[src/rtl/hw_swap_dma_pkg.sv]
package hw_swap_dma_pkg;
  typedef enum logic [1:0] {
    ST_IDLE = 2'd0,
    ST_REQ  = 2'd1,
    ST_WDAT = 2'd2,
    ST_RDAT = 2'd3
  } seq_state_e;
endpackage

[src/rtl/hws_align.sv]
module hws_align #(
  parameter int AW = 32,
  parameter int LW = 16
) (
  input  logic [AW-1:0] offset_i,
  input  logic [AW-1:0] base_i,
  input  logic [LW-1:0] len_i,
  input  logic          swap_i,
  output logic [AW-1:0] addr_o,
  output logic [LW-1:0] len_o,
  output logic          zero_o
);
  logic [AW-1:0] raw_addr;

  assign raw_addr = offset_i | base_i;
  assign addr_o   = {raw_addr[AW-1:1], raw_addr[0] & ~swap_i};
  assign len_o    = {len_i[LW-1:1], len_i[0] & ~swap_i};
  assign zero_o   = (len_o == '0);
endmodule

[src/rtl/hws_lane.sv]
module hws_lane #(
  parameter int DW = 16
) (
  input  logic          swap_i,
  input  logic [DW-1:0] data_i,
  output logic [DW-1:0] data_o
);
  localparam int NB = DW / 8;

  for (genvar b = 0; b < NB; b++) begin : g_byte
    // exchange bytes within each halfword
    localparam int SRC = (b % 2 == 0) ? b + 1 : b - 1;
    assign data_o[8*b +: 8] = swap_i ? data_i[8*SRC +: 8] : data_i[8*b +: 8];
  end
endmodule

[src/rtl/hws_seq.sv]
module hws_seq
  import hw_swap_dma_pkg::*;
#(
  parameter int AW          = 32,
  parameter int LW          = 16,
  parameter int CHUNK_BYTES = 64
) (
  input  logic          clk_i,
  input  logic          rst_ni,
  input  logic          req_valid_i,
  input  logic          req_write_i,
  input  logic          bypass_i,
  input  logic [AW-1:0] addr_i,
  input  logic [LW-1:0] len_i,
  input  logic          zero_i,
  output logic          req_ready_o,
  output logic          mem_req_valid_o,
  input  logic          mem_req_ready_i,
  output logic          mem_req_write_o,
  output logic [AW-1:0] mem_req_addr_o,
  output logic [LW-1:0] mem_req_len_o,
  output logic          wr_phase_o,
  output logic          rd_phase_o,
  input  logic          wbeat_i,
  input  logic          rbeat_i,
  output logic          swap_o,
  output logic          done_o
);
  localparam logic [LW-1:0] CHUNK = LW'(CHUNK_BYTES);

  seq_state_e    state_q;
  logic [AW-1:0] addr_q;
  logic [LW-1:0] rem_q, chunk_q, beat_q;
  logic          wr_q, swap_q, done_q;
  logic [LW-1:0] chunk_len, beats;
  logic          last_beat;

  assign chunk_len = (wr_q && swap_q && rem_q > CHUNK) ? CHUNK : rem_q;
  assign beats     = {1'b0, chunk_len[LW-1:1]} + {{(LW-1){1'b0}}, chunk_len[0]};
  assign last_beat = (beat_q == LW'(1));

  always_ff @(posedge clk_i or negedge rst_ni) begin
    if (!rst_ni) begin
      state_q <= ST_IDLE;
      addr_q  <= '0;
      rem_q   <= '0;
      chunk_q <= '0;
      beat_q  <= '0;
      wr_q    <= 1'b0;
      swap_q  <= 1'b0;
      done_q  <= 1'b0;
    end else begin
      done_q <= 1'b0;
      unique case (state_q)
        ST_IDLE: if (req_valid_i) begin
          if (zero_i) begin
            done_q <= 1'b1;
          end else begin
            addr_q  <= addr_i;
            rem_q   <= len_i;
            wr_q    <= req_write_i;
            swap_q  <= ~bypass_i;
            state_q <= ST_REQ;
          end
        end
        ST_REQ: if (mem_req_ready_i) begin
          chunk_q <= chunk_len;
          beat_q  <= beats;
          state_q <= wr_q ? ST_WDAT : ST_RDAT;
        end
        ST_WDAT: if (wbeat_i) begin
          beat_q <= beat_q - LW'(1);
          if (last_beat) begin
            addr_q <= addr_q + AW'(chunk_q);
            rem_q  <= rem_q - chunk_q;
            if (rem_q == chunk_q) begin
              done_q  <= 1'b1;
              state_q <= ST_IDLE;
            end else begin
              state_q <= ST_REQ;
            end
          end
        end
        ST_RDAT: if (rbeat_i) begin
          beat_q <= beat_q - LW'(1);
          if (last_beat) begin
            done_q  <= 1'b1;
            state_q <= ST_IDLE;
          end
        end
        default: state_q <= ST_IDLE;
      endcase
    end
  end

  assign req_ready_o     = (state_q == ST_IDLE);
  assign mem_req_valid_o = (state_q == ST_REQ);
  assign mem_req_write_o = wr_q;
  assign mem_req_addr_o  = addr_q;
  assign mem_req_len_o   = chunk_len;
  assign wr_phase_o      = (state_q == ST_WDAT);
  assign rd_phase_o      = (state_q == ST_RDAT);
  assign swap_o          = swap_q;
  assign done_o          = done_q;
endmodule

[src/rtl/hw_swap_dma.sv]
module hw_swap_dma #(
  parameter int AW          = 32,
  parameter int LW          = 16,
  parameter int CHUNK_BYTES = 64
) (
  input  logic          clk_i,
  input  logic          rst_ni,
  input  logic [AW-1:0] base_i,
  input  logic          bypass_i,
  input  logic          req_valid_i,
  output logic          req_ready_o,
  input  logic          req_write_i,
  input  logic [AW-1:0] req_offset_i,
  input  logic [LW-1:0] req_len_i,
  input  logic          wdata_valid_i,
  output logic          wdata_ready_o,
  input  logic [15:0]   wdata_i,
  output logic          rdata_valid_o,
  output logic [15:0]   rdata_o,
  output logic          done_o,
  output logic          mem_req_valid_o,
  input  logic          mem_req_ready_i,
  output logic          mem_req_write_o,
  output logic [AW-1:0] mem_req_addr_o,
  output logic [LW-1:0] mem_req_len_o,
  output logic          mem_wdata_valid_o,
  input  logic          mem_wdata_ready_i,
  output logic [15:0]   mem_wdata_o,
  input  logic          mem_rdata_valid_i,
  input  logic [15:0]   mem_rdata_i
);
  logic [AW-1:0] al_addr;
  logic [LW-1:0] al_len;
  logic          al_zero, wr_phase, rd_phase, swap_w;

  hws_align #(.AW(AW), .LW(LW)) align_i (
    .offset_i (req_offset_i),
    .base_i   (base_i),
    .len_i    (req_len_i),
    .swap_i   (~bypass_i),
    .addr_o   (al_addr),
    .len_o    (al_len),
    .zero_o   (al_zero)
  );

  hws_seq #(.AW(AW), .LW(LW), .CHUNK_BYTES(CHUNK_BYTES)) seq_i (
    .clk_i           (clk_i),
    .rst_ni          (rst_ni),
    .req_valid_i     (req_valid_i),
    .req_write_i     (req_write_i),
    .bypass_i        (bypass_i),
    .addr_i          (al_addr),
    .len_i           (al_len),
    .zero_i          (al_zero),
    .req_ready_o     (req_ready_o),
    .mem_req_valid_o (mem_req_valid_o),
    .mem_req_ready_i (mem_req_ready_i),
    .mem_req_write_o (mem_req_write_o),
    .mem_req_addr_o  (mem_req_addr_o),
    .mem_req_len_o   (mem_req_len_o),
    .wr_phase_o      (wr_phase),
    .rd_phase_o      (rd_phase),
    .wbeat_i         (mem_wdata_valid_o & mem_wdata_ready_i),
    .rbeat_i         (rdata_valid_o),
    .swap_o          (swap_w),
    .done_o          (done_o)
  );

  assign mem_wdata_valid_o = wr_phase & wdata_valid_i;
  assign wdata_ready_o     = wr_phase & mem_wdata_ready_i;
  assign rdata_valid_o     = rd_phase & mem_rdata_valid_i;

  hws_lane #(.DW(16)) wlane_i (.swap_i(swap_w), .data_i(wdata_i),     .data_o(mem_wdata_o));
  hws_lane #(.DW(16)) rlane_i (.swap_i(swap_w), .data_i(mem_rdata_i), .data_o(rdata_o));
endmodule

[config.mk]
export PLATFORM = sky130hd
export DESIGN_NAME = hw_swap_dma
export DESIGN_NICKNAME = d
export VERILOG_FILES = /design/src/rtl/hw_swap_dma_pkg.sv /design/src/rtl/hws_align.sv /design/src/rtl/hws_lane.sv /design/src/rtl/hws_seq.sv /design/src/rtl/hw_swap_dma.sv
export SDC_FILE = /design/constraint.sdc
export NUM_CORES = 1
export LEC_CHECK = 0
export ABC_CLOCK_PERIOD_IN_PS = 3100
export CAP_MARGIN = 20
export CORE_MARGIN = 2
export CORE_UTILIZATION = 59
export CTS_CLUSTER_DIAMETER = 200
export DETAILED_ROUTE_END_ITERATION = 16
export DONT_BUFFER_PORTS = 1
export PLACE_DENSITY_LB_ADDON = 0.3
export SLEW_MARGIN = 10
export SYNTH_ARGS = -nofsm -noshare
export SYNTH_HDL_FRONTEND = slang
export SYNTH_SLANG_ARGS = --single-unit
[constraint.sdc]
create_clock -name clk_i -period 3.1 [get_ports clk_i]
set_input_delay 0.31 -clock clk_i [delete_from_list [all_inputs] [get_ports clk_i]]
set_output_delay 0.31 -clock clk_i [all_outputs]
set_load 0.05 [all_outputs]
==> metrics.txt, run 1 <==
Top delay family on crit path simple AND/OR/NAND/NOR gates; GP Congestion 0.964; final-stage net count 1030; WP buf/inv 0; main flop type after synthesis dfrtp_1; worst setup path class reg2reg; period utilization 0.964; Die ar. 0.0124 mm²; Syn Area/Cell 8.13 µm²; clk sink count 85; IO Port Bufs 0; Reg clk slew, reported paths ~0.06 ns; Synth Area in XOR/XNOR 0.0413; largest net degree at the start of global routing 86; post-layout minimum cycle time between 2 and 3 ns; Clock Latency Late Sink 0.35 ns; Seq/Total Area, Yosys 0.314; VDD IR-drop max 0.285 mV; DR WL/cell between 20 and 25 µm; FMAX 335 MHz; skew final 0.0100 ns; count leader, synth nand2_1; Core Util, Final 0.689; MaxCap Viol Count 0; number of synthesized register bits 85; standard-cell rows 39; Simple-Gate Fraction of Synth Area 0.246; Final HPWL DP approximately 16 mm; status finished, final reports clean; post-synthesis compound-gate area fraction 0.213; core area 0.0113 mm²; Fin. Hold Viols 0; Worst Max-Slew Pin Slew 0.801 ns; EDFF count, synth 0; DRC Markers 0; design area 0.00780 mm²; CTS Buf Count 9; Pwr per Cell Area roughly 360 mW/mm²; initial antenna violation count 2; total number of yosys warnings 0; CTS tree done; Distinct cells, synth 70; Tot GR Track Use 0.336; Pins Over Slew Limit 0; Hold Crit Class in2reg; Routed WL 21.1 mm; placed cell areas ~0.0073 mm²; cells taking the most area after synthesis dfrtp_1, ha_1, mux2_2, o21ai_0, nand2_1; Critical Path RT 3.35 ns; Vias slightly below 7000; synth cell count leaders nand2_1, dfrtp_1, o21ai_0; CP Launch Type flip-flop; DR vias/cell 6.62; P&R area growth vs syn 15.1%; Initial Utilization 0.599; gr ovfl total 0; CP Cell Sequence or4_4, o31ai_2, a41o_2, and2_4, ha_4, and3_1, nand3_2, nor2_2, and3_2, nand3_1, xnor2_1, a221oi_1; Worst EP arrival ~3.2 ns; post-synthesis cell count 834; Die X 111 µm; top-level I/O count 208; clk root buf clkbuf_16; layout cells sized above 1 0.176; post-synth top area cell dfrtp_1; CP max stage cell or4_4; vias in the first global route 6370; Mapped Area just under 0.007 mm²; CP Max Fanout 4; setup ws final 0.112 ns; chip height 111 µm; Critical Path Sink Type flip-flop; Pre-antenna DRT Iters 7; CP max stage delay 0.54 ns; Pleak approximately 3.6 nW; clock buffer depth 2; largest family of logic cells by synthesized area simple AND/OR/NAND/NOR gates; Synth top area share 0.314; first-pass GRT wire length 33.2 mm; slew margin rel. 0.466; Placement Setup Slack -0.0515 ns; DRT iter0 DRCs roughly 600; Mapped Nets 992; adder-cell share of the synthesized area 0.0705; # setup viols final 0; post-synthesis mux area share 0.0686; Synth async-reset ratio 1.00; H-tree Lvls 3; post-route ant nets 0
[path summary, 6_finish.rpt]
kind | slack, ns | depth (start not counted) | startpoint | endpoint
worst max-delay path | 0.11 | 12 | seq_i.rem_q[0]$_DFFE_PN0P_ | seq_i.beat_q[11]$_DFFE_PN0P_
max in group asynchronous | 2.23 | 2 | rst_ni | seq_i.done_o$_DFF_PN0_
min in group asynchronous | 0.52 | 2 | rst_ni | seq_i.mem_req_addr_o[26]$_DFFE_PN0P_
worst min-delay path | 0.04 | 1 | bypass_i | seq_i.swap_o$_DFFE_PN0P_
worst max register to register | 0.11 | 12 | seq_i.rem_q[0]$_DFFE_PN0P_ | seq_i.beat_q[11]$_DFFE_PN0P_
worst min register to register | 0.53 | 2 | seq_i.chunk_q[12]$_DFFE_PN0P_ | seq_i.chunk_q[12]$_DFFE_PN0P_
[per-stage QoR]
stage	setup TNS, ns	std cells	hold WS (ns)	power (mW)
after detailed placement	-0.0826	995	0.0164	1.44
after floorplan	-0.190	834	0.0144	1.40
after global routing	-0.0707	1022	0.0342	2.85
final	0	1022	0.0381	2.78
after global placement	0	995	0.0168	1.44
after CTS	0	1013	0.0311	2.78
[metal layers]
layer  vias to the layer above  part of all wire  global-route usage
met4                         0             0.031               0.147
met2                       379              0.46               0.526
met3                        53             0.099              0.0913
met5                         -                 0                   0
li1                       3123                 -                   -
met1                      3214              0.41               0.438
[area by class of cell]
cell class / instances / area, µm²
antenna: 2 / 5.00
clock inverter: 3 / 90.1
timing repair buffer: 68 / 558
fill: 944 / 3520
multi-input combinational: 671 / 4430
clock buffer: 13 / 270
inverter: 37 / 139
sequential: 85 / 2130
tap: 143 / 179
[power breakdown]
part	switching (mW)	total [mW]	internal, mW
Combinational	0.202	0.289	0.0869
Clock	0.467	1.32	0.855
Sequential	0.0378	1.17	1.13
Total	0.707	2.78	2.07
[sequential cells by signal (all words and copies together), names as in the netlist]
name,cells
seq_i.done_o,1
seq_i.rem_q,16
seq_i.chunk_q,16
seq_i.state_q,2
seq_i.swap_o,1
seq_i.mem_req_addr_o,32
seq_i.mem_req_write_o,1
seq_i.beat_q,16
[layout by cell type (no fill, tap or decap), types with 15 or more instances in the layout]
master,count
ha_1,32
dfrtp_1,84
nand4_1,15
a21oi_1,39
inv_1,37
nor3_1,21
xnor2_1,18
nand3_1,38
nand2_1,104
mux2_2,36
buf_4,64
nor2_1,67
o21ai_0,79
[timing repair]
action,4_1_cts,5_1_grt
setup buffers,0,7
hold endpoints to repair,85,0
hold buffers,2,0
endpoints found under the setup margin,2,7
pin swaps,0,9
resized for setup,2,11
[kinds of logic after synthesis]
| logic type | count (synthesis) |
|---|---|
| XOR/XNOR | 32 |
| AND/OR/NAND/NOR | 337 |
| buffers and inverters | 78 |
| flip-flops | 85 |
| multiplexers | 42 |
| AO/OA/AOI/OAI | 223 |
| adder cells (fa/ha/maj) | 37 |
Power figures use the tool's default switching activity.
==> run 2, diff against run 1 <==
- ABC_CLOCK_PERIOD_IN_PS: 3100 -> 3850
- CAP_MARGIN: 20 -> unset
- CORE_UTILIZATION: 59 -> 61
- TNS_END_PERCENT: unset -> 100
- clock period: 3.1 -> 3.85 ns (I/O delays scaled with it)
==> metrics.txt, run 2 (same netlist as run 1, synthesis figures left out) <==
status finished, final reports clean; gr ovfl total 0 (unchanged); GP Congestion 0.987 (+2.3%); CTS tree done; Pwr per Cell Area 272 mW/mm² (-24%); commonest non-fill, non-tap cell in the layout nand2_1; DRT iter0 DRCs 599 (+0.17%); CP max stage cell or4_1; Pre-antenna DRT Iters 5 (-2); most frequent cells in the layout nand2_1, dfrtp_1, o21ai_0, nor2_1, nand3_1; Critical Path Sink Type flip-flop; clock power share 0.403 (-0.072); PostCTS Resize Cnt 0 (-2); top-level I/O count 208 (unchanged); Routed WL 20.7 mm (-2.0%); Die ar. 0.0120 mm² (-3.2%); CP most frequent cell ha_1; # setup viols final 0 (unchanged); CP Launch Type flip-flop; Vias 6471 (-4.4%); H-tree Lvls 3 (unchanged); skew final 0.00805 ns (-0.00196 ns); sequential cell area 0.00213 mm² (about the same); Critical Path RT 4.13 ns (+0.78 ns); post-route ant nets 0 (unchanged); DRC Markers 0 (unchanged); Pins Over Slew Limit 0 (unchanged); Worst Max-Slew Pin Slew 0.923 ns (+0.123 ns); FMAX 287 MHz (-14%); P&R area growth vs syn 6.13%; initial antenna violation count 0 (-2); post-CTS setup repair buffer count 0 (unchanged); chip height 109 µm (-1.6%); P_int 1.41 mW (-32%); FILL cells 891 (-5.6%); CTS Buf Count 9 (unchanged); Reg clk slew, reported paths 0.09 ns (+0.03 ns); sequential power share 0.481 (+0.060); Die X 109 µm (-1.6%); clk root buf clkbuf_8; Pleak 3.24 nW (-9.6%); TNS Setup 0 ns (unchanged); period utilization 0.905 (-0.0583); largest net degree at the start of global routing 86 (unchanged); Final HPWL DP 15.7 mm (-0.41%); Fin. Hold Viols 0 (unchanged); multi-input logic area 0.00435 mm² (-1.8%); CP max stage delay 0.49 ns (-0.05 ns); VDD IR-drop max 0.192 mV (-32%); clock buffer depth 2 (unchanged); core area 0.0108 mm² (-4.2%); # diodes 0 (-2); slew margin rel. 0.383 (-0.0829); layout cells sized above 1 0.107 (-0.0681); clk sink count 85 (unchanged); CP Cell Sequence or4_1, o31ai_1, a41o_2, and2_1, ha_1, ha_1, and4_1, nand4_1, nor2_1, nand3_1, xnor2_1, a221oi_1; worst setup path class reg2reg; Worst EP arrival 3.77 ns (+0.53 ns); DR WL/cell 21.3 µm (+3.4%); first-pass GRT wire length 32.3 mm (-2.6%); max reg flops 32 (unchanged); MaxCap Viol Count 0 (unchanged); IO Port Bufs 0 (unchanged); post-layout minimum cycle time 3.49 ns (+0.498 ns); final-stage net count 981 (-4.8%); Initial Utilization 0.626 (+0.0265); Tot GR Track Use 0.351 (+0.0153); Core Util, Final 0.664 (-0.0253); DR vias/cell 6.68 (+0.93%); Sw Ratio 0.279 (+0.0251); CP Max Fanout 18 (+14); Comb pwr share 0.116 (+0.012); standard-cell rows 38 (-2.6%); vias in the first global route 6171 (-3.1%); Hold Crit Class in2reg; RSZ-0062 raised after global routing no; Clock Latency Late Sink 0.38 ns (+0.03 ns); sw power 545 µW (-23%)
[run 2: changes by cell type in the layout (fill, tap and decap cells not counted), sizes merged]
| cell | delta |
|---|---|
| buf | -49 |
| clkbuf | -4 |
| clkinv | +4 |
| diode | -2 |
[run 2: path summary, 6_finish.rpt]
check	endpoint	cells past startpoint	start	slack, ns
max in group asynchronous	seq_i.beat_q[13]$_DFFE_PN0P_	2	rst_ni	2.87
max	seq_i.beat_q[14]$_DFFE_PN0P_	12	seq_i.rem_q[3]$_DFFE_PN0P_	0.36
max reg2reg	seq_i.beat_q[14]$_DFFE_PN0P_	12	seq_i.rem_q[3]$_DFFE_PN0P_	0.36
min in group asynchronous	seq_i.mem_req_addr_o[1]$_DFFE_PN0P_	2	rst_ni	0.56
min reg2reg	seq_i.chunk_q[14]$_DFFE_PN0P_	2	seq_i.chunk_q[14]$_DFFE_PN0P_	0.53
min	seq_i.swap_o$_DFFE_PN0P_	1	bypass_i	0.08
[run 2: power groups by stage]
| stage | registers, mW | clock network (mW) | logic [mW] |
|---|---|---|---|
| after floorplan | 0.950 | 0 | 0.180 |
| after global placement | 0.955 | 0 | 0.200 |
| after detailed placement | 0.956 | 0 | 0.204 |
| after CTS | 0.938 | 0.796 | 0.227 |
| after global routing | 0.944 | 0.835 | 0.247 |
| final | 0.940 | 0.788 | 0.227 |
[run 2: critical path, delay by kind of cell (launching register included)]
kind	cells	cell delay, ns
flops	1	0.46
fa+ha+maj	2	0.41
simple gates	6	1.44
xor+xnor	1	0.16
compound gates	3	0.92
[run 2: area by class of cell]
| cell class | count | area share |
|---|---|---|
| clock buffers | 9 | 0.0172 |
| clock inverters | 7 | 0.0158 |
| inverters | 37 | 0.0193 |
| multi-input cells | 671 | 0.605 |
| flip-flops and latches | 85 | 0.296 |
| well taps | 140 | 0.0243 |
| repair buffers | 19 | 0.0229 |
[run 2: through the flow]
stage,total power [mW],cell area [µm²],cells,hold WS (ns),worst slack (ns)
after global placement,1.16,6920,950,0.0913,0.608
after CTS,1.96,7200,968,0.0731,0.390
after floorplan,1.13,6780,834,0.0894,0.196
final,1.95,7200,968,0.0789,0.364
after detailed placement,1.16,6920,950,0.0912,0.434
after global routing,2.03,7200,968,0.0831,0.206
[run 2: timing repair]
action / 4_1_cts / 5_1_grt
hold endpoints to repair: 85 / 0
hold buffers: 2 / 0
setup endpoints to repair: 0 / 0
[run 2: routing by layer]
| layer | global-route usage | vias to the layer above | part of all wire |
|---|---|---|---|
| met2 | 0.592 | 350 | 0.49 |
| met5 | 0 | - | 0 |
| met3 | 0.0664 | 45 | 0.090 |
| met4 | 0.133 | 0 | 0.026 |
| met1 | 0.447 | 3051 | 0.39 |
| li1 | - | 3025 | - |
